File: config.mk
export PLATFORM = sky130hd
export DESIGN_NAME = fe_tx_line_coder
export DESIGN_NICKNAME = d
export VERILOG_FILES = /design/src/rtl/fe_tx_line_coder.sv
export SDC_FILE = /design/constraint.sdc
export NUM_CORES = 1
export LEC_CHECK = 0
export ABC_AREA = 1
export BUFFER_PORTS_ARGS = -buffer_cell sky130_fd_sc_hd__buf_2
export CAP_MARGIN = 20
export CORE_AREA = 3 3 50 52
export CTS_BUF_LIST = sky130_fd_sc_hd__clkbuf_2 sky130_fd_sc_hd__clkbuf_4 sky130_fd_sc_hd__clkbuf_8
export CTS_CLUSTER_SIZE = 40
export DETAILED_ROUTE_END_ITERATION = 8
export DIE_AREA = 0 0 53 55
export GPL_TIMING_DRIVEN = 0
export PLACE_DENSITY = 0.71
export SLEW_MARGIN = 30
export SYNTH_ARGS = -nofsm -noshare
export SYNTH_HDL_FRONTEND = slang
export SYNTH_SLANG_ARGS = --single-unit
File: constraint.sdc
create_clock -name clk -period 3.2 [get_ports clk]
set_clock_uncertainty 0.15 [all_clocks]
set_input_delay 0.32 -clock clk [delete_from_list [all_inputs] [get_ports clk]]
set_output_delay 0.32 -clock clk [all_outputs]
set_load 0.05 [all_outputs]
File: src/rtl/fe_tx_line_coder.sv
module fe_tx_line_coder #(
  parameter logic [10:0] SEED = 11'h7FF
) (
  input  logic       clk,
  input  logic       rst_n,
  input  logic       nib_stb,
  input  logic       tx_en,
  input  logic [3:0] txd,
  output logic       nrzi_out,
  output logic [1:0] mlt_out
);
  localparam logic [4:0] G_J = 5'b11000, G_K = 5'b10001;
  localparam logic [4:0] G_T = 5'b01101, G_R = 5'b00111, G_I = 5'b11111;

  typedef enum logic [1:0] {S_IDLE, S_K, S_DATA, S_R} slot_t;

  slot_t       st, st_n;
  logic [4:0]  sh, grp;
  logic [10:0] lfsr;
  logic [1:0]  phase;
  logic        key, line;

  function automatic logic [4:0] code5(input logic [3:0] n);
    case (n)
      4'h0: code5 = 5'b11110; 4'h1: code5 = 5'b01001;
      4'h2: code5 = 5'b10100; 4'h3: code5 = 5'b10101;
      4'h4: code5 = 5'b01010; 4'h5: code5 = 5'b01011;
      4'h6: code5 = 5'b01110; 4'h7: code5 = 5'b01111;
      4'h8: code5 = 5'b10010; 4'h9: code5 = 5'b10011;
      4'hA: code5 = 5'b10110; 4'hB: code5 = 5'b10111;
      4'hC: code5 = 5'b11010; 4'hD: code5 = 5'b11011;
      4'hE: code5 = 5'b11100; default: code5 = 5'b11101;
    endcase
  endfunction

  always_comb begin
    grp  = G_I;
    st_n = st;
    case (st)
      S_IDLE: if (tx_en) begin grp = G_J; st_n = S_K; end
      S_K:    begin grp = G_K; st_n = S_DATA; end
      S_DATA: if (tx_en) grp = code5(txd);
              else begin grp = G_T; st_n = S_R; end
      default: begin grp = G_R; st_n = S_IDLE; end
    endcase
  end

  assign key  = lfsr[10] ^ lfsr[8];
  assign line = sh[4] ^ key;

  always_ff @(posedge clk) begin
    if (!rst_n) begin
      st    <= S_IDLE;
      sh    <= '0;
      lfsr  <= SEED;
      nrzi_out <= 1'b0;
      phase <= '0;
    end else begin
      lfsr     <= {lfsr[9:0], key};
      nrzi_out <= nrzi_out ^ line;
      if (line) phase <= phase + 2'd1;
      if (nib_stb) begin
        sh <= grp;
        st <= st_n;
      end else begin
        sh <= {sh[3:0], 1'b0};
      end
    end
  end

  assign mlt_out = phase[0] ? (phase[1] ? 2'b11 : 2'b01) : 2'b00;
endmodule


# Word level (Yosys, flattened, before mapping)
# Memories as Yosys holds them, arrays and structs flattened.
# Cells that the tools add are included.
dict set report op_classes {
  n_addsub 1
  eq_ne 4
  shifts 0
  n_lt_le_gt_ge 0
  div 0
  multipliers 0
  n_bitwise 3
  reduce_logical 3
  mux 9
}
# op count
set ops {}
lappend ops {{$pmux W5 S3} 1}
lappend ops {{$mux W5} 2}
lappend ops {{$mux W2} 4}
lappend ops {{$pmux W2 S3} 1}
lappend ops {{$ne A2 B2 Y1 const B} 2}
lappend ops {{$mux W3} 1}
lappend ops {{$reduce_and A3 Y1} 1}
lappend ops {{$xor A1 B1 Y1} 3}
lappend ops {{$add A2 B1 Y2 const B} 1}
lappend ops {{$eq A2 B1 Y1 const B} 1}
lappend ops {{$eq A2 B2 Y1 const B} 1}
lappend ops {{$logic_not A2 Y1} 1}
lappend ops {{$reduce_and A2 Y1} 1}
dict set report totals {
  inputBits 8
  reg_bits 21
  rom_bits 80
  n_memories 1
  output_inout_bits 3
  latch_bits 0
  wordCells 27
  ramBits 0
}
# memory words word_bits read_ports rd_ports_with_merged_regs write_ports line
set memory_table {}
lappend memory_table {{(no name shown)} 16 5 1 0 0 24} ;# case (n)

# Logic depth before layout (Yosys ltp)
# Gate-level depths: netlist (run 1).
# An unclocked memory read counts as a cell.
dict set report logic_depth {
  depth_word 4
  mapped_depth 8
  ltp_nobuf 8
}

# Worst setup path before layout (run 1)
# Ideal clock, no wire load.
dict set report synth_path {
  path_kind {reg-to-reg}
  startpoint {register st[0]}
  endpoint {register st[0]}
  path_buffers 0
  path_stages_with_launch 8
  setup_time_ns 0.070
  arrival_ns 1.071
  path_slack_ns 1.909
  period_less_slack_ns 1.291
  required_time_ns 2.980
  path_cell_list {dfxtp_1 > inv_1 > ha_1 > nand2_2 > nand2_1 > nor2_1 > o21ai_1 > a21oi_1}
}
dict set report synth_between {
  elab_chain_len 3
  word_cells_on_any_way 7
  classes_between {eq/ne: 4; mux: 1; reduce/logical: 2}
}
# item line
set synth_lines {}
lappend synth_lines {{start, declared} 17} ;# slot_t st, st_n;
lappend synth_lines {{start signal, assigned} 64} ;# st <= st_n;
lappend synth_lines {{$eq A2 B2 Y1 or $logic_not A2 Y1 (tied branches)} 39} ;# case (st)
lappend synth_lines {{$ne A2 B2 Y1 (no line)} --}
lappend synth_lines {{$reduce_and A3 Y1 (no line)} --}
# Several ways; a longest one is shown, not always the timed one.
# A chain may end at the register's enable or synchronous reset.

# Worst setup path in the final report (run 1)
dict set report layout_path {
  startpoint {register phase[0]}
  endpoint {output port mlt_out[1]}
}
dict set report layout_between {
  elab_chain_len 1
}
# item line
set layout_lines {}
lappend layout_lines {{start, declared} 20} ;# logic [1:0] phase;
lappend layout_lines {{start signal, assigned} 61} ;# if (line) phase <= phase + 2'd1;
lappend layout_lines {{$mux W2} 71} ;# assign mlt_out = phase[0] ? (phase[1] ? 2'b11 : 2'b01) : 2'b00;
lappend layout_lines {{end, declared} 10} ;# output logic [1:0] mlt_out
# Every way passes these cells.

==> results.env, run 1 <==
DPL_WORST_SLACK_NS=1.75
FLOORPLAN.ROWS=17
IRDROPWORSTVDD_mV=0.260
POST-ROUTE-PERIOD-UTIL_PCT=47.8
SYNTH_FP_NETS=126
SYN-MEAN-INSTANCE-AREA_SQ_UM=8.17
SYNTH-SEQ-AREA-SHARE_PCT=45.5
CRITPATHARRIVALTIME_NS=1.06
FP.DIEW_UM=53
CLOCK_POWER_SHARE_PCT=24.1
TIMING.SETUP.TNS_NS=0
WORSTPATHMAXFANOUT=3
MAXSLEWHEADROOM_PCT=83.6
YOSYSTOPAREACELL='dfxtp_1'
CTS.HTREE.LEVELS=1
CRITICAL_PATH_ENDPOINT_CATEGORY='primary output'
DIE_AREA_SQ_UM=2920
SYNTH_AREA_LEADERS='dfxtp_1 (46%), nand2_1 (7.7%), ha_1 (6.8%)'
POSTCTSSETUPREPAIRBUFS=0
CLKSLEWWORSTSETUPHOLDPATHS_NS=0.11
GRT_MAX_DEGREE=13
P_INT_mW=0.362
DETAILEDPLACEMENTHPWL_MM=1.16
POST_SYNTH_MOST_FREQUENT_CELLS='dfxtp_1 (21), nand2_1 (19), inv_1 (12)'
CAP_VIOLATIONS=0
POST-SYNTH-TOP-COUNT-CELL='dfxtp_1'
COUNT_OF_FLIP_FLOPS_WITH_A_BUILT_IN_ENABLE_AFTER_SYNTHESIS=0
START_KIND='register'
POST_CTS_HOLD_BUFFER_COUNT=0
DRC_ERRORS=0
HOLD_PATH.CLASS='input pin to register'
FIRST_PASS_ITERS=4
NUM_ANTENNA_CELLS=0
START_UTIL_PCT=43.0
SETUP_VIOL_COUNT_FINAL=0
CORE_AREA_SQ_UM=2150
CLASS_OF_THE_MOST_CRITICAL_SETUP_PATH='register to primary output'
CRITPATHCAPTURE='mlt_out[1]'
FINAL-MAX-SLEW-VIOLATION-COUNT=0
WORSTREG2REGEND='st[0]'
SYN-CELL-AREA_SQ_UM=923
P_COMB_SHARE_PCT=19.4
INITIALDRTVIOLATIONCOUNT=16
SWITCHINGPOWER_mW=0.145
DRT-WIRELENGTH-PER-CELL_UM=9.40
CTS_INSERTED_BUFFERS=3
GRT_PASS1_WL_MM=2.33
GLOBAL_ROUTE.USAGE.TOTAL_PCT=10.9
PIN_COUNT=11
CLOCK_TREE_FROM_TRITONCTS='built'
SWSHARE_PCT=28.5
CLOCK_SINK_COUNT=21
DRIVE_GT1_SHARE_PCT=28.6
FIRST_GLOBAL_VIAS=631
PLACE.PORT_BUFFERS=9
FINALWORSTPATHREQUIREDPERIOD_NS=1.53
TOTAL_LEAKAGE_POWER_nW=0.483
SETUP_WS_NS=1.67
ANTENNA_VIOLATING_NETS_LEFT=0
CRITICAL_PATH_REQUIRED_NS=2.73
WORST_SETUP_PATH_STARTPOINT='phase[0]'
TIMING.REG2REG.WORST_PATH_DEPTH=7
POSTSYNTHCELLCOUNT=113
FINALHOLDVIOLATIONS=0
POST_CTS.RESIZED_INSTANCES=0
YS_ASYNC_SR_FRACTION_PCT=0
FINAL_NETS=140
PLACE.GP.CONGESTION=0.785
SYNTHDISTINCTLIBCELLS=23
VIA_COUNT=712
TOTALWIRELENGTH_MM=1.45
SYNTH_FLOP_CELL='dfxtp_1'
WORST_SLEW_PIN_SLEW_NS=0.244
STATUS='finished clean'
CRITICAL_PATH.REG2REG.STARTPOINT='st[0]'
REG2REG_SLACK_NS=1.72
VIAS_PER_CELL=4.62
INSERTION_DELAY_OF_THE_LATER_CLOCKED_PIN_IN_THE_WORST_SKEW_PAIR_NS=0.29
CLK_PATH_BUF_DEPTH=2
SYNTH_SEQ_CELLS=21
SYNTH_TOP_AREA_SHARE_PCT=45.5
GRT_SETUP_UNREPAIRED='false'
DIE_HEIGHT_UM=55
FMAXACHIEVABLE_MHz=653
AREA_GROWTH_SYN_TO_LAYOUT_PCT=11.7
SEQUENTIALPOWERSHARE_PCT=56.5
AREAL_POWER_DENSITY_OVER_THE_CELLS_nW_PER_UM2=491
GRT_OVERFLOW_TOTAL=0
GRT_ANTENNA_BEFORE_REPAIR=0
YOSYS_WARNINGS=0
CLOCK_TREE.ROOT_CELL='clkbuf_4'
per-layer routing:
metal / vias up / part of all wire (%) / GRT usage (%)
li1: 380 / - / -
met1: 315 / 44 / 11.0
met2: 15 / 51 / 21.3
met3: 2 / 4.9 / 3.22
met4: 0 / 0.62 / 3.83
met5: - / 0 / 0
cells by family (layout without fill, tap and decap cells):
logic type      Yosys count  count (layout)  share of synthesized area [%]
compound gates           15              15                           8.40
buf+inv                  16              29                           7.86
fa+ha+maj                 5               5                           6.78
simple gates             56              56                           31.4
flops                    21              21                           45.5
cells in the final DEF (no fill, tap or decap), types with 2 or more instances in the layout:
cell type   n
dfxtp_1    21
nand2_1    19
inv_1      12
nor2_1     10
buf_2      10
or2_2       9
a21oi_1     8
ha_1        5
nor3_1      4
o21ai_0     4
nor2_2      3
nand3_1     3
clkbuf_4    3
nand2_2     2
nand2_4     2
o21ai_1     2
through the flow:
step	power, mW	utilization [%]	instance area, sq um	cells	hold WS, ns
5_1_grt	0.538	48.0	1030	154	0.0672
3_3_place_gp	0.387	46.7	1000	150	0.238
3_5_place_dp	0.391	46.7	1000	150	0.251
4_1_cts	0.517	48.0	1030	154	0.0545
2_1_floorplan	0.368	-	923	113	0.236
6_report	0.507	48.0	1030	154	0.0685
state kept, by name, indices dropped and copies added, names as in the netlist:
| signal | count |
|---|---|
| phase | 2 |
| lfsr | 11 |
| st | 2 |
| sh | 5 |
| nrzi_out | 1 |
worst min-delay path by stage:
stage	start	to	slack, ns	cells after the start
floorplan	lfsr[3]	lfsr[4]	0.24	1
global placement	lfsr[3]	lfsr[4]	0.24	1
detailed placement	lfsr[3]	lfsr[4]	0.25	1
CTS	rst_n	lfsr[0]	0.05	2
global route	rst_n	lfsr[0]	0.07	2
finish	rst_n	lfsr[0]	0.07	2
power groups by stage:
stage	registers [mW]	clock network, mW	logic, mW
5_1_grt	0.288	0.137	0.113
3_3_place_gp	0.292	0	0.0953
2_1_floorplan	0.296	0	0.0724
4_1_cts	0.286	0.131	0.0995
6_report	0.286	0.122	0.0982
3_5_place_dp	0.292	0	0.0989
critical path, stage by stage, from the launching register on:
cell and delay (ns):
dfxtp_1 0.37, ha_1 0.15, buf_2 0.25
layout make-up:
cell class,count,area [sq um]
fill,228,1120
multi-input combinational,76,430
sequential,21,420
inverter,13,48.8
timing repair buffer,9,45.0
tap,28,35.0
buffer,3,23.8
clock buffer,3,22.5
clock inverter,1,5.00
No activity file was read; power rests on OpenSTA's default activity.
==> run 2: changes to the inputs <==
Settings changed: PLACE_DENSITY 0.71 to 0.73.
Clock period 3.2 ns to 1.25 ns, I/O delays scaled along.
==> results.env, run 2 (synthesis gave the netlist of run 1 again) <==
GRT_PASS1_WL_MM=2.55  # +9.5%
CORE_AREA_SQ_UM=2150  # unchanged
ROUTE.TOP_LAYER_USED='met4'
INITIALDRTVIOLATIONCOUNT=12  # -4
POST-ROUTE-PERIOD-UTIL_PCT=104
HOLD_PATH.CLASS='input pin to register'
GLOBAL_ROUTE.USAGE.TOTAL_PCT=11.8  # +0.82 points
HOLD-WORST-SLACK_NS=0.00941  # -0.0591 ns
P_COMB_SHARE_PCT=25.2  # +5.8 points
SETUP_WS_NS=-0.0519  # -1.72 ns
CRITICAL_PATH_ENDPOINT_CATEGORY='register'
FMAXACHIEVABLE_MHz=768
FINAL_NETS=146  # +4.3%
CRITICAL_PATH_REQUIRED_NS=1.29  # -1.44 ns
MOST_FREQUENT_CELLS_IN_THE_LAYOUT='dfxtp_1 (15), nand2_1 (14), inv_1 (9), nor2_1 (9), or2_2 (9)'
LARGEST_REGISTER_FFS=11  # unchanged
DRIVE_GT1_SHARE_PCT=46.2  # +18 points
GRT_MAX_DEGREE=13  # unchanged
FINALHOLDVIOLATIONS=0  # unchanged
START_UTIL_PCT=43.0  # unchanged
SWITCHINGPOWER_mW=0.420  # +190%
TOTAL_LEAKAGE_POWER_nW=0.531  # +9.9%
CLASS_OF_THE_MOST_CRITICAL_SETUP_PATH='register to register'
CAP_VIOLATIONS=0  # unchanged
IRDROPWORSTVDD_mV=0.587  # +130%
WORSTPATHMAXFANOUT=4  # +1
ANTENNA_VIOLATING_NETS_LEFT=0  # unchanged
CRITPATHARRIVALTIME_NS=1.34  # +0.28 ns
WORST_SLEW_PIN_SLEW_NS=0.247  # +0.00315 ns
DP.CELLS=150  # unchanged
CLOCK_TREE.ROOT_CELL='clkbuf_4'
FIRST_GLOBAL_VIAS=660  # +4.6%
CTS.HTREE.LEVELS=1  # unchanged
CLOCK_SINK_COUNT=21  # unchanged
FINAL-MAX-SLEW-VIOLATION-COUNT=0  # unchanged
DETAILEDPLACEMENTHPWL_MM=1.12  # -3.6%
TOTALWIRELENGTH_MM=1.59  # +10%
FINALWORSTPATHREQUIREDPERIOD_NS=1.30
FAILED_CHECKS='negative setup slack'
CLK_PATH_BUF_DEPTH=2  # unchanged
FLOORPLAN.ROWS=17  # unchanged
STATUS='complete, but fails checks'
PIN_COUNT=11  # unchanged
CLOCK_TREE_FROM_TRITONCTS='built'
SEQUENTIALPOWERSHARE_PCT=52.8  # -3.7 points
DPL_WORST_SLACK_NS=-0.0953  # -1.85 ns
DRC_ERRORS=0  # unchanged
SUM_OF_INTERNAL_SWITCHING_AND_LEAKAGE_POWER_mW=1.41  # +180%
P_INT_mW=0.993  # +170%
CLKSLEWWORSTSETUPHOLDPATHS_NS=0.11  # about the same
SETUP_VIOL_COUNT_FINAL=5  # +5
INSERTION_DELAY_OF_THE_LATER_CLOCKED_PIN_IN_THE_WORST_SKEW_PAIR_NS=0.29  # about the same
START_KIND='register'
GRT_SETUP_UNREPAIRED='true'
DRT-WIRELENGTH-PER-CELL_UM=9.95  # +5.9%
NUM_ANTENNA_CELLS=0  # unchanged
TIMING.SETUP.TNS_NS=-0.0816  # -0.0816 ns
CLOCK_POWER_SHARE_PCT=22.0  # -2.1 points
DIE_AREA_SQ_UM=2920  # unchanged
MAXSLEWHEADROOM_PCT=83.6  # about the same
DIE_HEIGHT_UM=55  # unchanged
PLACE.PORT_BUFFERS=9  # unchanged
LAYOUT_COMMONEST_CELL='dfxtp_1'
SWSHARE_PCT=29.7  # +1.2 points
POST_LAYOUT_NONFILLER_INSTANCES=160  # +3.9%
MET1_LENGTH_UM=719  # +14%
WL_MET3_UM=49  # -31%
FIRST_PASS_ITERS=4  # unchanged
GRT_ANTENNA_BEFORE_REPAIR=0  # unchanged
AREA_GROWTH_SYN_TO_LAYOUT_PCT=32.0
GRT_OVERFLOW_TOTAL=0  # unchanged
TOP_REGISTER='lfsr'
AMOUNT_OF_WIRE_ON_MET2_AFTER_DETAILED_ROUTING_UM=810  # +11%
VIAS_PER_CELL=4.60  # -0.51%
AREAL_POWER_DENSITY_OVER_THE_CELLS_nW_PER_UM2=1160  # +140%
CTS_INSERTED_BUFFERS=3  # unchanged
FP.DIEW_UM=53  # unchanged
REG.LARGEST.LIST='lfsr (11), sh (5)'
VIA_COUNT=736  # +3.4%
PLACE.GP.CONGESTION=0.762  # -3.0%
==> run 2: changes by cell type in the layout (fill, tap and decap cells not counted), sizes merged <==
cell / change
buf: +4
dlygate4sd3: +2
==> run 2: worst paths after layout <==
check | slack (ns) | cells after the start | to | from
worst min register to register | 0.27 | 1 | lfsr[4] | lfsr[3]
worst max register to register | -0.05 | 7 | sh[0] | st[1]
worst min-delay path | 0.009 | 4 | sh[1] | txd[0]
worst max-delay path | -0.05 | 7 | sh[0] | st[1]
==> run 2: routing by layer <==
| layer | track usage [%] | vias to the layer above |
|---|---|---|
| met4 | 6.38 | 0 |
| li1 | - | 392 |
| met1 | 13.4 | 332 |
| met5 | 0 | - |
| met3 | 1.61 | 2 |
| met2 | 21.3 | 10 |
==> run 2: critical path, cell delays in order (launching register included) <==
cell and delay, ns:
dfxtp_4 0.41, inv_4 0.05, ha_4 0.16, inv_4 0.06
nor2_4 0.04, buf_4 0.13, nor3_2 0.11, a21oi_1 0.08
==> run 2: repair_timing <==
action / CTS / global route
resized for setup: 19 / 18
hold buffers: 2 / 0
endpoints found under the hold margin: 11 / 0
setup buffers: 2 / 2
pin swaps: 5 / 7
endpoints found under the setup margin: 9 / 18
==> run 2: stage by stage <==
step / cell area [sq um] / util [%]
floorplan: 933 / -
finish: 1220 / 56.7
global placement: 1010 / 47.2
global route: 1220 / 56.7
detailed placement: 1010 / 47.2
CTS: 1140 / 53.2
==> run 2: power by group through the flow <==
stage	logic, mW	registers, mW	clock network, mW
2_1_floorplan	0.190	0.759	0
3_3_place_gp	0.249	0.749	0
3_5_place_dp	0.259	0.750	0
4_1_cts	0.311	0.740	0.327
5_1_grt	0.394	0.753	0.360
6_report	0.356	0.747	0.311
==> run 2: final cells by class <==
type,instances,area [sq um]
flip-flops and latches,21,435
clock inverters,1,5.00
inverters,13,56.3
plain buffers,3,27.5
fillers,199,930
repair buffers,15,115
well taps,28,35.0
multi-input cells,76,522
clock buffers,3,22.5
